File: config.mk
export PLATFORM = sky130hd
export DESIGN_NAME = acc_pad_detect
export DESIGN_NICKNAME = d
export VERILOG_FILES = /design/src/rtl/acc_pad_detect_pkg.sv /design/src/rtl/pad_total_acc.sv /design/src/rtl/pad_offset_calc.sv /design/src/rtl/acc_pad_detect.sv
export SDC_FILE = /design/constraint.sdc
export NUM_CORES = 1
export LEC_CHECK = 0
export BUFFER_PORTS_ARGS = -buffer_cell sky130_fd_sc_hd__buf_2
export CAP_MARGIN = 25
export CORE_MARGIN = 2
export CORE_UTILIZATION = 55
export CTS_CLUSTER_DIAMETER = 120
export DETAILED_ROUTE_END_ITERATION = 6
export GPL_TIMING_DRIVEN = 1
export PLACE_DENSITY = 0.78
export SYNTH_ARGS = -nofsm -noshare
export SYNTH_HDL_FRONTEND = slang
export SYNTH_SLANG_ARGS = --single-unit
File: constraint.sdc
create_clock -name clk_i -period 7.25 [get_ports clk_i]
set_input_delay 0 -clock clk_i [delete_from_list [all_inputs] [get_ports clk_i]]
set_output_delay 0 -clock clk_i [all_outputs]
set_load 0.005 [all_outputs]
File: src/rtl/acc_pad_detect_pkg.sv
package acc_pad_detect_pkg;
  localparam logic [7:0] PAD_MARK = 8'h80;

  typedef enum logic [1:0] {
    ST_IDLE = 2'd0,
    ST_READ = 2'd1,
    ST_CMP  = 2'd2
  } pad_state_e;
endpackage

File: src/rtl/pad_total_acc.sv
module pad_total_acc #(
  parameter int TOT_W = 32,
  parameter int LEN_W = 28
) (
  input  logic             clk_i,
  input  logic             rst_ni,
  input  logic             add_i,
  input  logic [LEN_W-1:0] len_i,
  input  logic             clr_i,
  output logic [TOT_W-1:0] sum_o
);
  logic [TOT_W-1:0] total_q;

  assign sum_o = total_q + TOT_W'(len_i);

  always_ff @(posedge clk_i or negedge rst_ni) begin
    if (!rst_ni)      total_q <= '0;
    else if (clr_i)   total_q <= '0;
    else if (add_i)   total_q <= sum_o;
  end

  p_clear_zero_r7: assert property (@(posedge clk_i) disable iff (!rst_ni)
    clr_i |=> total_q == '0);
  p_no_add_on_clr_r8: assert property (@(posedge clk_i) disable iff (!rst_ni)
    !(clr_i && add_i));
endmodule

File: src/rtl/pad_offset_calc.sv
module pad_offset_calc #(
  parameter int TOT_W = 32,
  parameter int LEN_W = 28
) (
  input  logic [TOT_W-1:0] sum_i,
  input  logic [LEN_W-1:0] len_i,
  input  logic [63:0]      tail_i,
  output logic             cand_o,
  output logic [LEN_W-1:0] off_o
);
  logic [TOT_W-1:0] msg_len;
  logic [TOT_W-1:0] pad_sz;
  logic [TOT_W-1:0] len_ext;
  logic [2:0]       tail_unused_lo;
  logic [63-TOT_W-3:0] tail_unused_hi;

  // bit count to byte count, truncated
  assign msg_len        = tail_i[TOT_W+2:3];
  assign tail_unused_lo = tail_i[2:0];
  assign tail_unused_hi = tail_i[63:TOT_W+3];

  assign len_ext = TOT_W'(len_i);
  assign pad_sz  = sum_i - msg_len;
  assign off_o   = len_i - pad_sz[LEN_W-1:0];
  // offset in [0, len) <=> pad size in (0, len]
  assign cand_o  = (msg_len <= sum_i) && (pad_sz != '0) && (pad_sz <= len_ext);

  always_comb begin
    if (cand_o) p_off_in_range_r5: assert (off_o < len_i);
  end
endmodule

File: src/rtl/acc_pad_detect.sv
module acc_pad_detect
  import acc_pad_detect_pkg::*;
#(
  parameter int TOT_W = 32,
  parameter int LEN_W = 28
) (
  input  logic             clk_i,
  input  logic             rst_ni,
  input  logic             req_valid_i,
  input  logic [LEN_W-1:0] req_len_i,
  input  logic [63:0]      tail_i,
  output logic             busy_o,
  output logic             rd_en_o,
  output logic [LEN_W-1:0] rd_addr_o,
  input  logic [7:0]       rd_data_i,
  output logic             res_valid_o,
  output logic             final_o,
  output logic [LEN_W-1:0] pad_off_o
);
  pad_state_e       state_q;
  logic [LEN_W-1:0] len_q;
  logic [LEN_W-1:0] off_q;
  logic             cand_q;
  logic [TOT_W-1:0] sum;
  logic             calc_cand;
  logic [LEN_W-1:0] calc_off;
  logic             accept;
  logic             hit;

  assign accept = req_valid_i && (state_q == ST_IDLE);
  assign hit    = (state_q == ST_CMP) && cand_q && (rd_data_i == PAD_MARK);

  pad_total_acc #(.TOT_W(TOT_W), .LEN_W(LEN_W)) u_total (
    .clk_i  (clk_i),
    .rst_ni (rst_ni),
    .add_i  (accept),
    .len_i  (req_len_i),
    .clr_i  (hit),
    .sum_o  (sum)
  );

  pad_offset_calc #(.TOT_W(TOT_W), .LEN_W(LEN_W)) u_calc (
    .sum_i  (sum),
    .len_i  (req_len_i),
    .tail_i (tail_i),
    .cand_o (calc_cand),
    .off_o  (calc_off)
  );

  always_ff @(posedge clk_i or negedge rst_ni) begin
    if (!rst_ni) begin
      state_q     <= ST_IDLE;
      len_q       <= '0;
      off_q       <= '0;
      cand_q      <= 1'b0;
      res_valid_o <= 1'b0;
      final_o     <= 1'b0;
      pad_off_o   <= '0;
    end else begin
      res_valid_o <= 1'b0;
      unique case (state_q)
        ST_IDLE: if (accept) begin
          len_q   <= req_len_i;
          off_q   <= calc_off;
          cand_q  <= calc_cand;
          state_q <= ST_READ;
        end
        ST_READ: state_q <= ST_CMP;
        ST_CMP: begin
          res_valid_o <= 1'b1;
          final_o     <= hit;
          pad_off_o   <= hit ? off_q : len_q;
          state_q     <= ST_IDLE;
        end
        default: state_q <= ST_IDLE;
      endcase
    end
  end

  assign busy_o    = (state_q != ST_IDLE);
  assign rd_en_o   = (state_q == ST_READ) && cand_q;
  assign rd_addr_o = off_q;

  p_result_latency_r8: assert property (@(posedge clk_i) disable iff (!rst_ni)
    accept |=> ##2 res_valid_o);
  p_result_pulse_r8: assert property (@(posedge clk_i) disable iff (!rst_ni)
    res_valid_o |=> !res_valid_o);
  p_no_req_when_busy_r8: assert property (@(posedge clk_i) disable iff (!rst_ni)
    busy_o |-> !req_valid_i);
  p_final_after_read_r6: assert property (@(posedge clk_i) disable iff (!rst_ni)
    (res_valid_o && final_o) |-> $past(rd_en_o, 2));
  p_read_in_range_r5: assert property (@(posedge clk_i) disable iff (!rst_ni)
    rd_en_o |-> rd_addr_o < len_q);
  p_off_bounded_r7: assert property (@(posedge clk_i) disable iff (!rst_ni)
    res_valid_o |-> (final_o ? pad_off_o < len_q : pad_off_o == len_q));
endmodule

==> flow_summary.toml <==
[run_status]
status = "complete, no violations"

[clock_network]
cts-root-buf = "clkbuf_16"
htree_num_levels = 4
clock-sinks = 121
ctsHoldBuffers = 28
cts_buffers = 17
cts_tree = "built"
clock_latency_ps = 420
clk_pin_slew_ps = 70
cts_buffer_depth = 2
ctsResizeCount = 0
postCtsSetupBuffers = 0

[global_routing]
busiest_layer = "met2"
antenna_found_initial = 0
gr-usage-met1_pct = 40.51
grt_pass1_wl_microns = 43710
use_met3_pct = 4.076
gr-usage-all-layers_pct = 27.37
grt_max_degree = 106
grt_pass1_vias = 8716
use_met2_pct = 41.85
gr-total-overflow = 0

[floorplan]
die_area_sq_um = 19780
rows = 49
die_height_microns = 140.6
core-area_sq_um = 18150
ioPinCount = 163
die_x_microns = 140.6
initial_core_util_pct = 56.58

[timing]
hold_viol_final = 0
min_period_over_period_pct = 92.44
setup_tns_ps = 0
setup_viol_count_final = 0
max_slew.worst_pin.slew_ps = 920.0
rsz0062_at_grt = "no"
fmax_ghz = 0.1492
period_minus_slack_ps = 6702
holdWs_ps = 30.96
slew-limit-headroom_pct = 38.67
fin_skew_ps = 9.512
slew_viol_final = 0

[placement]
io_buffers = 130
placedCellCount = 1554
place_congestion = 0.9737
hpwlAfterDp_microns = 20360

[detailed_routing]
route.detailed.drc = 0
final_antenna_net_count = 0
wl_per_cell_microns = 16.56
dr_total_vias = 9247
routed_wl_microns = 26720
drt-initial-drc-count = 565
firstDrtPassIters = 5
vias_per_cell = 5.729

[worst_setup_path]
r2r-start = "u_total.total_q[1]"
path_common_cell = "ha_1"
crit_path_max_fanout = 6
critPathRequiredTime_ps = 7610
slowest_delay_ps = 530
crit_path_start_kind = "flip-flop"
crit_type = "flip-flop to flip-flop"
reg2reg_to = "cand_q"
slowest_stage = "or4_1"
cp-end-kind = "flip-flop"
r2r_slack_ps = 550
r2r_cells = 26
crit_arrival_ps = 7060

[yosys]
yosys_most_used_dff = "dfrtp_1"
synth-edff-count = 0
synthCells = 1236
ys_async_sr_fraction_pct = 100.0
synth_top_area_share_pct = 29.49
synth_nets = 1457
synth.distinct_cells = 86
syn_area_sq_um = 10270
synth_top_area_cell = "dfrtp_1"
yosysMostFrequentCell = "nand2_1"
ys_seq_elements = 121
ys_seq_area_share_pct = 29.49
yosys-top-cells-area = "dfrtp_1 29%, ha_1 14%, nand2_1 6.1%"
yosysWarnings = 0
syn_avg_cell_area_sq_um = 8.308
synthTopCellsByCount = "166 x nand2_1, 122 x inv_1, 121 x dfrtp_1"

[finish]
drive_above_1_share_pct = 15.45
nets = 1593
antenna_cells = 0
syn2layout_area_growth_pct = 16.12
final_cell_count_no_fill = 1614

[run]
maxCapViolations = 0

[worst_hold_path]
min_to = "len_q[1]"
hold_path_depth = 3
hold_path.startpoint = "req_len_i[1]"
holdCritPathClass = "input pin to flip-flop"
-- placed cells by master, fill, tap and decap left out, drive strengths merged, types with 5 or more instances in the layout --
| master | count |
|---|---|
| a2111oi | 6 |
| a211oi | 11 |
| a21boi | 6 |
| a21o | 39 |
| a21oi | 82 |
| a22o | 8 |
| a31oi | 5 |
| and2 | 5 |
| and3 | 16 |
| buf | 134 |
| clkbuf | 19 |
| clkinv | 7 |
| dfrtp | 121 |
| dlygate4sd3 | 28 |
| ha | 115 |
| inv | 124 |
| mux2i | 28 |
| nand2 | 166 |
| nand2b | 14 |
| nand3 | 35 |
| nand4 | 15 |
| nor2 | 49 |
| nor2b | 10 |
| nor3 | 19 |
| nor4 | 5 |
| o211ai | 13 |
| o21a | 10 |
| o21ai | 129 |
| o21bai | 6 |
| o31a | 5 |
| o31ai | 9 |
| or2 | 10 |
| or3 | 8 |
| or4 | 5 |
| xnor2 | 53 |
| xor2 | 23 |
-- flip-flops by register name, summed over array words and instances, names as in the netlist --
| register | count |
|---|---|
| u_total.total_q | 32 |
| pad_off_o | 28 |
| res_valid_o | 1 |
| final_o | 1 |
| state_q | 2 |
| len_q | 28 |
| cand_q | 1 |
| rd_addr_o | 28 |
-- metal layers --
metal | share of wire (%) | vias up
li1 | - | 4600
met1 | 49 | 4309
met2 | 44 | 306
met3 | 6.3 | 32
met4 | 1.5 | 0
met5 | 0 | -
-- worst max-delay path, delay by kind of cell (launching register included) --
kind	cells	cell delay [ps]
xor gates and xnor gates	2	360
and+or+nand+nor	8	1640
DFF	1	410
adders and majority gates	3	1060
AOI/OAI and AO/OA	13	3160
-- worst max-delay path by stage --
stage	from	endpoint
finish	u_total.total_q[1]	cand_q
global route	u_total.total_q[1]	cand_q
CTS	u_total.total_q[1]	cand_q
detailed placement	u_total.total_q[1]	cand_q
global placement	u_total.total_q[1]	cand_q
floorplan	u_total.total_q[1]	cand_q
-- layout make-up --
class                   count  area [sq um]
clock inverters            13         120.1
repair buffers            162         963.4
well taps                 229         286.5
inverters                 122         457.9
clock buffers              19         452.9
multi-input cells         948          6615
flip-flops and latches    121          3028
fillers                  1540          6223
-- through the flow --
step | util (%) | instance area [sq um] | setup WS (ps)
after floorplan | - | 10270 | 1395
after global placement | 61.00 | 11070 | 791.4
after detailed placement | 61.00 | 11070 | 687.4
after CTS | 65.71 | 11920 | 645.9
after global routing | 65.71 | 11920 | 22.38
final | 65.71 | 11920 | 548.4
-- cells by family after synthesis --
| group | synth area share (%) |
|---|---|
| buf+inv | 6.202 |
| flops | 29.49 |
| xor+xnor | 6.555 |
| compound gates | 23.24 |
| simple gates | 16.86 |
| mux | 3.058 |
| fa+ha+maj | 14.60 |
Power is not shown: default switching activity piles up to over one toggle a cycle in this logic, so the estimate is an artifact.
